## src/rtl/trainpat_pkg.sv

```systemverilog
package trainpat_pkg;

  typedef enum logic [3:0] {
    PK_XTALK = 4'd0,
    PK_QUIET = 4'd1,
    PK_ISI   = 4'd2,
    PK_TEST  = 4'd3
  } pat_kind_e;

  typedef struct packed {
    logic [3:0] kind;
    logic [2:0] bit_sel;
    logic       half;
  } burst_cfg_t;

  function automatic logic kind_supported(input logic [3:0] k);
    return (k == PK_XTALK) || (k == PK_QUIET) || (k == PK_ISI) || (k == PK_TEST);
  endfunction

endpackage

```

## src/rtl/trainpat_word_gen.sv

```systemverilog
module trainpat_word_gen
  import trainpat_pkg::*;
#(
  parameter int DATA_W = 32,
  parameter int IDX_W  = 8
) (
  input  burst_cfg_t        cfg,
  input  logic [IDX_W-1:0]  idx,
  output logic [DATA_W-1:0] word,
  output logic              unsupported
);
  localparam int LANES = DATA_W / 8;
  localparam int HALF  = LANES / 2;

  logic [7:0] sel_byte;
  logic [7:0] xt_byte;
  logic       odd;
  logic       isi_full_bit;
  logic       isi_lo_bit;
  logic       isi_hi_bit;
  logic       test_full_bit;
  logic       test_half_bit;

  always_comb begin
    sel_byte = 8'd1 << cfg.bit_sel;
    odd      = idx[0];
    xt_byte  = odd ? ~sel_byte : sel_byte;
    // ISI, full width: 32-word cycle, 8-word phase
    if (idx[4]) isi_full_bit = (idx[2:0] == 3'd5) || (idx[2:0] == 3'd7);
    else        isi_full_bit = (idx[2:0] == 3'd6);
    isi_full_bit = isi_full_bit ^ idx[3];
    // ISI, 16-bit: 16-word cycle, 4-word phase
    isi_lo_bit = (idx[3] & idx[1]) ^ idx[2];
    isi_hi_bit = (~idx[3] & (idx[1:0] == 2'd3)) ^ idx[2];
    // test pattern
    test_full_bit = !((idx >= IDX_W'(2)) && (idx <= IDX_W'(5)));
    test_half_bit = !((idx == IDX_W'(0)) || (idx == IDX_W'(3)));
    unsupported   = !kind_supported(cfg.kind);
  end

  for (genvar l = 0; l < LANES; l++) begin : g_lane
    localparam bit UPPER = (l >= HALF);
    always_comb begin
      word[8*l +: 8] = 8'h00;
      case (cfg.kind)
        PK_XTALK: begin
          if (cfg.half && UPPER) word[8*l +: 8] = ~xt_byte;
          else                   word[8*l +: 8] = xt_byte;
        end
        PK_QUIET: begin
          if (!cfg.half)  word[8*l +: 8] = odd ? 8'h00 : sel_byte;
          else if (UPPER) word[8*l +: 8] = odd ? 8'h00 : sel_byte;
          else            word[8*l +: 8] = odd ? sel_byte : 8'h00;
        end
        PK_ISI: begin
          if (!cfg.half)  word[8*l +: 8] = {8{isi_full_bit}};
          else if (UPPER) word[8*l +: 8] = {8{isi_hi_bit}};
          else            word[8*l +: 8] = {8{isi_lo_bit}};
        end
        PK_TEST: begin
          word[8*l +: 8] = cfg.half ? {8{test_half_bit}} : {8{test_full_bit}};
        end
        default: word[8*l +: 8] = 8'h00;
      endcase
    end
  end

endmodule

```

## src/rtl/trainpat_seq.sv

```systemverilog
module trainpat_seq
  import trainpat_pkg::*;
#(
  parameter int IDX_W = 8
) (
  input  logic             clk,
  input  logic             rst,
  input  logic             start_i,
  input  burst_cfg_t       cfg_in,
  input  logic [IDX_W-1:0] len_in,
  input  logic             ready,
  output logic             active,
  output logic             load,
  output burst_cfg_t       gen_cfg,
  output logic [IDX_W-1:0] gen_idx,
  output logic             gen_last
);
  burst_cfg_t       cfg_q;
  logic [IDX_W-1:0] idx_q;
  logic [IDX_W-1:0] len_q;
  logic             start_acc;
  logic             beat;
  logic             done;

  always_comb begin
    start_acc = start_i && !active;
    beat      = active && ready;
    done      = beat && (idx_q == len_q);
    load      = start_acc || (beat && !done);
    gen_cfg   = start_acc ? cfg_in : cfg_q;
    gen_idx   = start_acc ? '0 : idx_q + IDX_W'(1);
    gen_last  = start_acc ? (len_in == '0) : (gen_idx == len_q);
  end

  always_ff @(posedge clk) begin
    if (rst) begin
      active <= 1'b0;
      idx_q  <= '0;
      len_q  <= '0;
      cfg_q  <= '0;
    end else begin
      if (start_acc) begin
        active <= 1'b1;
        cfg_q  <= cfg_in;
        len_q  <= len_in;
        idx_q  <= '0;
      end else if (done) begin
        active <= 1'b0;
      end else if (beat) begin
        idx_q <= gen_idx;
      end
    end
  end

  // index steps by exactly one on a non-final beat
  p_idx_step_r3: assert property (@(posedge clk) disable iff (rst)
    (active && ready && (idx_q != len_q)) |=> (idx_q == $past(idx_q) + IDX_W'(1)));

  // latched length is stable for the whole burst
  p_len_hold_r11: assert property (@(posedge clk) disable iff (rst)
    (active && !(ready && idx_q == len_q)) |=> $stable(len_q) && $stable(cfg_q));

endmodule

```

## src/rtl/dram_pattern_streamer.sv

```systemverilog
module dram_pattern_streamer
  import trainpat_pkg::*;
#(
  parameter int DATA_W = 32,
  parameter int IDX_W  = 8
) (
  input  logic              clk,
  input  logic              rst,
  input  logic              start_i,
  input  logic [3:0]        pat_type_i,
  input  logic [2:0]        dq_sel_i,
  input  logic              half_mode_i,
  input  logic [IDX_W-1:0]  burst_len_i,
  output logic              m_valid,
  input  logic              m_ready,
  output logic [DATA_W-1:0] m_data,
  output logic              m_last,
  output logic              busy_o,
  output logic              bad_type_o
);
  burst_cfg_t        cfg_in;
  burst_cfg_t        gen_cfg;
  logic [IDX_W-1:0]  gen_idx;
  logic              gen_last;
  logic              load;
  logic              active;
  logic [DATA_W-1:0] gen_word;
  logic              gen_bad;

  assign cfg_in = '{kind: pat_type_i, bit_sel: dq_sel_i, half: half_mode_i};

  trainpat_seq #(.IDX_W(IDX_W)) i_seq (
    .clk     (clk),
    .rst     (rst),
    .start_i (start_i),
    .cfg_in  (cfg_in),
    .len_in  (burst_len_i),
    .ready   (m_ready),
    .active  (active),
    .load    (load),
    .gen_cfg (gen_cfg),
    .gen_idx (gen_idx),
    .gen_last(gen_last)
  );

  trainpat_word_gen #(.DATA_W(DATA_W), .IDX_W(IDX_W)) i_gen (
    .cfg        (gen_cfg),
    .idx        (gen_idx),
    .word       (gen_word),
    .unsupported(gen_bad)
  );

  always_ff @(posedge clk) begin
    if (rst) begin
      m_data     <= '0;
      m_last     <= 1'b0;
      bad_type_o <= 1'b0;
    end else begin
      if (load) begin
        m_data <= gen_word;
        m_last <= gen_last;
      end else if (!active) begin
        m_last <= 1'b0;
      end
      if (start_i && !active) bad_type_o <= gen_bad;
    end
  end

  assign m_valid = active;
  assign busy_o  = active;

  // stalled word holds
  p_stall_hold_r3: assert property (@(posedge clk) disable iff (rst)
    (m_valid && !m_ready) |=> (m_valid && $stable(m_data) && $stable(m_last)));

  // stream ends after the final word is accepted
  p_last_drop_r4: assert property (@(posedge clk) disable iff (rst)
    (m_valid && m_ready && m_last) |=> !m_valid);

  // unsupported code yields zero words
  p_bad_zero_r10: assert property (@(posedge clk) disable iff (rst)
    (m_valid && bad_type_o) |-> (m_data == '0));

  // a burst opens only after a start request
  p_open_r2: assert property (@(posedge clk) disable iff (rst)
    $rose(m_valid) |-> $past(start_i));

endmodule

```

## config.mk

```make
export PLATFORM = sky130hd
export DESIGN_NAME = dram_pattern_streamer
export DESIGN_NICKNAME = d
export VERILOG_FILES = /design/src/rtl/trainpat_pkg.sv /design/src/rtl/trainpat_word_gen.sv /design/src/rtl/trainpat_seq.sv /design/src/rtl/dram_pattern_streamer.sv
export SDC_FILE = /design/constraint.sdc
export NUM_CORES = 1
export LEC_CHECK = 0
export ABC_AREA = 0
export BUFFER_PORTS_ARGS = -buffer_cell sky130_fd_sc_hd__buf_2
export CORE_MARGIN = 5
export CORE_UTILIZATION = 54
export DETAILED_ROUTE_END_ITERATION = 10
export GPL_TIMING_DRIVEN = 0
export MAX_ROUTING_LAYER = met4
export PLACE_DENSITY = 0.78
export SETUP_SLACK_MARGIN = 0.05
export SYNTH_ARGS = -nofsm -noshare
export SYNTH_HDL_FRONTEND = slang
export SYNTH_SLANG_ARGS = --single-unit
```

## constraint.sdc

```tcl
create_clock -name clk -period 4.75 [get_ports clk]
set_input_delay 0.475 -clock clk [delete_from_list [all_inputs] [get_ports clk]]
set_output_delay 0.475 -clock clk [all_outputs]
set_load 0.1 [all_outputs]
```

==> results by group <==
CTS
  – Number of buffers inserted by hold repair at cts: 0
  – TritonCTS Sinks: 43
  – Number of setup buffers added after CTS: 0
  – Number of buffers inserted during clock tree synthesis: 5
  – Clock root cell: sky130_fd_sc_hd__clkbuf_8
  – Clock-pin slew on the worst setup and hold paths: 90 ps
  – Number of H-tree levels: 2
  – Total of cells resized after clock tree synthesis: 0
  – Clk_lat worst skew: 310 ps
  – CTS tree: yes
  – Bufs on Longest Clock Path: 2

Synthesis
  – Avg Synthesized Cell Area: 8.56 µm²
  – Synthesis-stage register bit count: 43
  – Post-synthesis async set-or-reset flop share: 0%
  – Post-synthesis sequential area ratio: 26.9%
  – Number of warnings reported in the yosys synthesis log: 0
  – Post-Syn Instances: 374
  – Commonest register cell after synthesis: sky130_fd_sc_hd__dfxtp_1
  – Number of library cell types mapped by synthesis: 53
  – Synthesized net count: 411
  – Count of flip-flops with a built-in enable after synthesis: 0
  – Mapped cell area: 3200 µm²

Final layout
  – Number of standard cells in the final layout excluding fillers: 512
  – Share of layout cells above drive strength 1: 28.8%
  – Number of nets in the layout: 473
  – Post-layout instance area: 3670 µm²
  – Count of filler cells inserted in the layout: 503
  – Area growth, synth to finish: 14.5%
  – Total inserted antenna cells: 0

Min path
  – Launch point of the worst hold path: pat_type_i[2]
  – Tightest Hold Check Type: in -> reg
  – Worst Hold Endpoint: i_seq.cfg_q[6]$_SDFF_PP0_
  – Instance count along the most critical hold path: 3

GRT
  – Total overflow reported by the global router: 0
  – Tot GR Track Use: 21.0%
  – Wire length of the first global-routing pass: 12400 µm
  – Pin count of the biggest net entering global routing: 17
  – Number of antenna violations at the first check in global routing: 0
  – Number of global-route vias before repair: 2514

Power and ir drop
  – Leakage power of the design: 1.55 nW
  – Pwr per Cell Area: 336 nW/µm²
  – Peak ir drop on the vdd network: 240 µV

Route
  – Antenna violation net count after detailed routing: 0
  – Routed WL: 7580 µm
  – Number of vias per cell: 5.50
  – DR vias: 2818
  – Top layer reached by signal wires: met4
  – Drt wl/cell: 14.8 µm
  – Drt drc: 0
  – Routed metal-1 wirelength: 3690 µm
  – Number of design-rule violations left by the first detailed-router iteration: 176
  – Met2 Wirelength: 3280 µm
  – Pre-antenna DRT Iters: 4
  – Met3 Wirelength: 490 µm

Flow run
  – Maximum Capacitance Violations: 0

Setup path
  – Arrival time of data at the critical path endpoint: 3120 ps
  – Worst reg2reg path depth: 12
  – Critical path class: reg -> reg
  – Register-to-register path setup slack: 1860 ps
  – Crit Reg-Reg Endpoint: m_data[27]$_SDFFE_PP0P_
  – Endpoint type of the worst setup path: flip-flop
  – Maximum net fanout on the critical path: 10
  – Reg-to-Reg Start: i_seq.active$_SDFFE_PP0P_
  – CP required: 4980 ps
  – Kind of start point of the critical path: flip-flop

STA
  – RSZ-0062 raised after global routing: false
  – Worst-Margin Slew: 609 ps
  – Post-route clock skew: 10.7 ps
  – Setup-failing EPs final: 0
  – Min Tclk post-route: 2890 ps
  – Portion of the clock cycle consumed by the worst path in the final layout: 60.9%
  – Hold Fails Final Rpt: 0
  – Worst slew slack as a fraction of its limit: 58.6%
  – Number of pins exceeding their max-slew limit in the final report: 0
  – Highest clock frequency the design can meet: 346 MHz
  – Total negative slack: 0 ps

Placed design
  – Placed Instance Area: 3570 µm²
  – Count of buffers inserted at the top-level ports: 55
  – Weighted congestion at the end of routability-driven global placement: 0.871
  – DP Cell Count: 504
  – Detailed Place HPWL: 5810 µm

Floorplanning
  – Die height: 87 µm
  – Initial cell density of the core: 54.7%
  – Die boundary width: 87 µm
  – Area of the die: 7570 µm²
  – Core Footprint: 5850 µm²
  – Boundary pin count: 56
  – Rows: 28

Run status
  – Result of the run: finished clean
==> logic make-up (layout without fill, tap and decap cells) <==
family / after synthesis / after routing / share of synthesized area, %
adders and majority gates: 17 / 17 / 6.64
muxes: 8 / 8 / 3.24
AOI/OAI and AO/OA: 81 / 81 / 22.0
DFF: 43 / 43 / 26.9
and+or+nand+nor: 144 / 144 / 22.0
buffers and inverters: 48 / 111 / 9.61
xor gates and xnor gates: 33 / 33 / 9.61
==> per-stage QoR <==
step / utilization, % / hold WS, ps / power, W / setup WS (ps)
5_1_grt: 62.7 / 406 / 0.00129 / 1690
4_1_cts: 62.7 / 403 / 0.00123 / 1860
3_3_place_gp: 61.0 / 441 / 0.000974 / 1740
6_report: 62.7 / 411 / 0.00123 / 1860
2_1_floorplan: - / 436 / 0.000890 / 1790
3_5_place_dp: 61.0 / 454 / 0.000984 / 1650
==> flip-flops by register name, indices dropped and copies added, names as in the netlist <==
register      flops
i_seq.idx_q       8
i_seq.cfg_q       8
m_last            1
m_data           16
i_seq.active      1
i_seq.len_q       8
bad_type_o        1
==> critical path, stage by stage, from the launching register on <==
cell	delay (ps)
sky130_fd_sc_hd__dfxtp_1	400
sky130_fd_sc_hd__nor2b_4	130
sky130_fd_sc_hd__buf_6	170
sky130_fd_sc_hd__buf_2	250
sky130_fd_sc_hd__buf_1	370
sky130_fd_sc_hd__nor3b_1	100
sky130_fd_sc_hd__a31oi_1	230
sky130_fd_sc_hd__nor2_1	120
sky130_fd_sc_hd__ha_1	330
sky130_fd_sc_hd__xnor2_1	140
sky130_fd_sc_hd__a211oi_1	250
sky130_fd_sc_hd__nor2_1	100
sky130_fd_sc_hd__a211oi_2	210
==> area by class of cell <==
type                            instances  area (µm²)  share of cell area (%)
Buffer                                 43         289                    7.88
Clock buffer                            5        68.8                    1.88
Clock inverter                          3        26.3                   0.717
Inverter                                5        18.8                   0.512
Multi-Input combinational cell        283        2030                    55.5
Sequential cell                        43         861                    23.5
Tap cell                               75        93.8                    2.56
Timing Repair Buffer                   55         275                    7.51
==> where the power goes <==
group / leakage [nW] / switching [W] / internal, W
registers: 0.352 / 0.0000233 / 0.000387
logic: 1.14 / 0.000421 / 0.000147
clock network: 0.0491 / 0.000146 / 0.000108
total: 1.55 / 0.000590 / 0.000642
==> worst max-delay path by stage <==
stage | slack (ps) | to | startpoint | depth (start not counted)
after global routing | 1690 | m_data[27]$_SDFFE_PP0P_ | i_seq.active$_SDFFE_PP0P_ | 12
after detailed placement | 1650 | m_data[27]$_SDFFE_PP0P_ | start_i | 13
after floorplan | 1790 | m_data[27]$_SDFFE_PP0P_ | i_seq.active$_SDFFE_PP0P_ | 12
after CTS | 1860 | m_data[27]$_SDFFE_PP0P_ | i_seq.active$_SDFFE_PP0P_ | 12
final | 1860 | m_data[27]$_SDFFE_PP0P_ | i_seq.active$_SDFFE_PP0P_ | 12
after global placement | 1740 | m_data[26]$_SDFFE_PP0P_ | start_i | 13
==> placed cells by master, fill, tap and decap left out, types with 5 or more instances in the layout <==
cell type	Yosys	layout
sky130_fd_sc_hd__buf_6	6	6
sky130_fd_sc_hd__a211oi_2	8	8
sky130_fd_sc_hd__a21oi_1	19	19
sky130_fd_sc_hd__nor2b_1	8	8
sky130_fd_sc_hd__xnor2_1	26	26
sky130_fd_sc_hd__ha_1	17	17
sky130_fd_sc_hd__clkbuf_1	5	5
sky130_fd_sc_hd__xor2_1	6	6
sky130_fd_sc_hd__buf_4	19	19
sky130_fd_sc_hd__nor2_1	54	54
sky130_fd_sc_hd__nor3_1	11	11
sky130_fd_sc_hd__clkbuf_8	0	5
sky130_fd_sc_hd__o221a_1	8	8
sky130_fd_sc_hd__buf_2	9	64
sky130_fd_sc_hd__nand2_1	40	40
sky130_fd_sc_hd__dfxtp_1	43	43
sky130_fd_sc_hd__a31oi_1	6	6
sky130_fd_sc_hd__a211oi_1	25	25
==> cell usage after synthesis (all sizes together), types with 6 or more instances <==
library cell	number	area share, %
o221a	8	2.8
mux2i	8	3.2
dfxtp	43	27
xor2	6	1.6
a31oi	6	1.2
ha	17	6.6
nor3	12	2.0
nor2	54	6.3
a21oi	20	3.5
nand2b	6	1.6
xnor2	27	8.0
buf	38	8.4
nor2b	9	2.0
a211oi	33	9.0
nand2	41	4.9
==> routing by layer <==
layer	up-vias	track usage, %
met4	0	5.67
met3	12	3.12
li1	1421	-
met2	85	30.4
met5	-	-
met1	1300	30.3
Power figures use the tool's default switching activity.
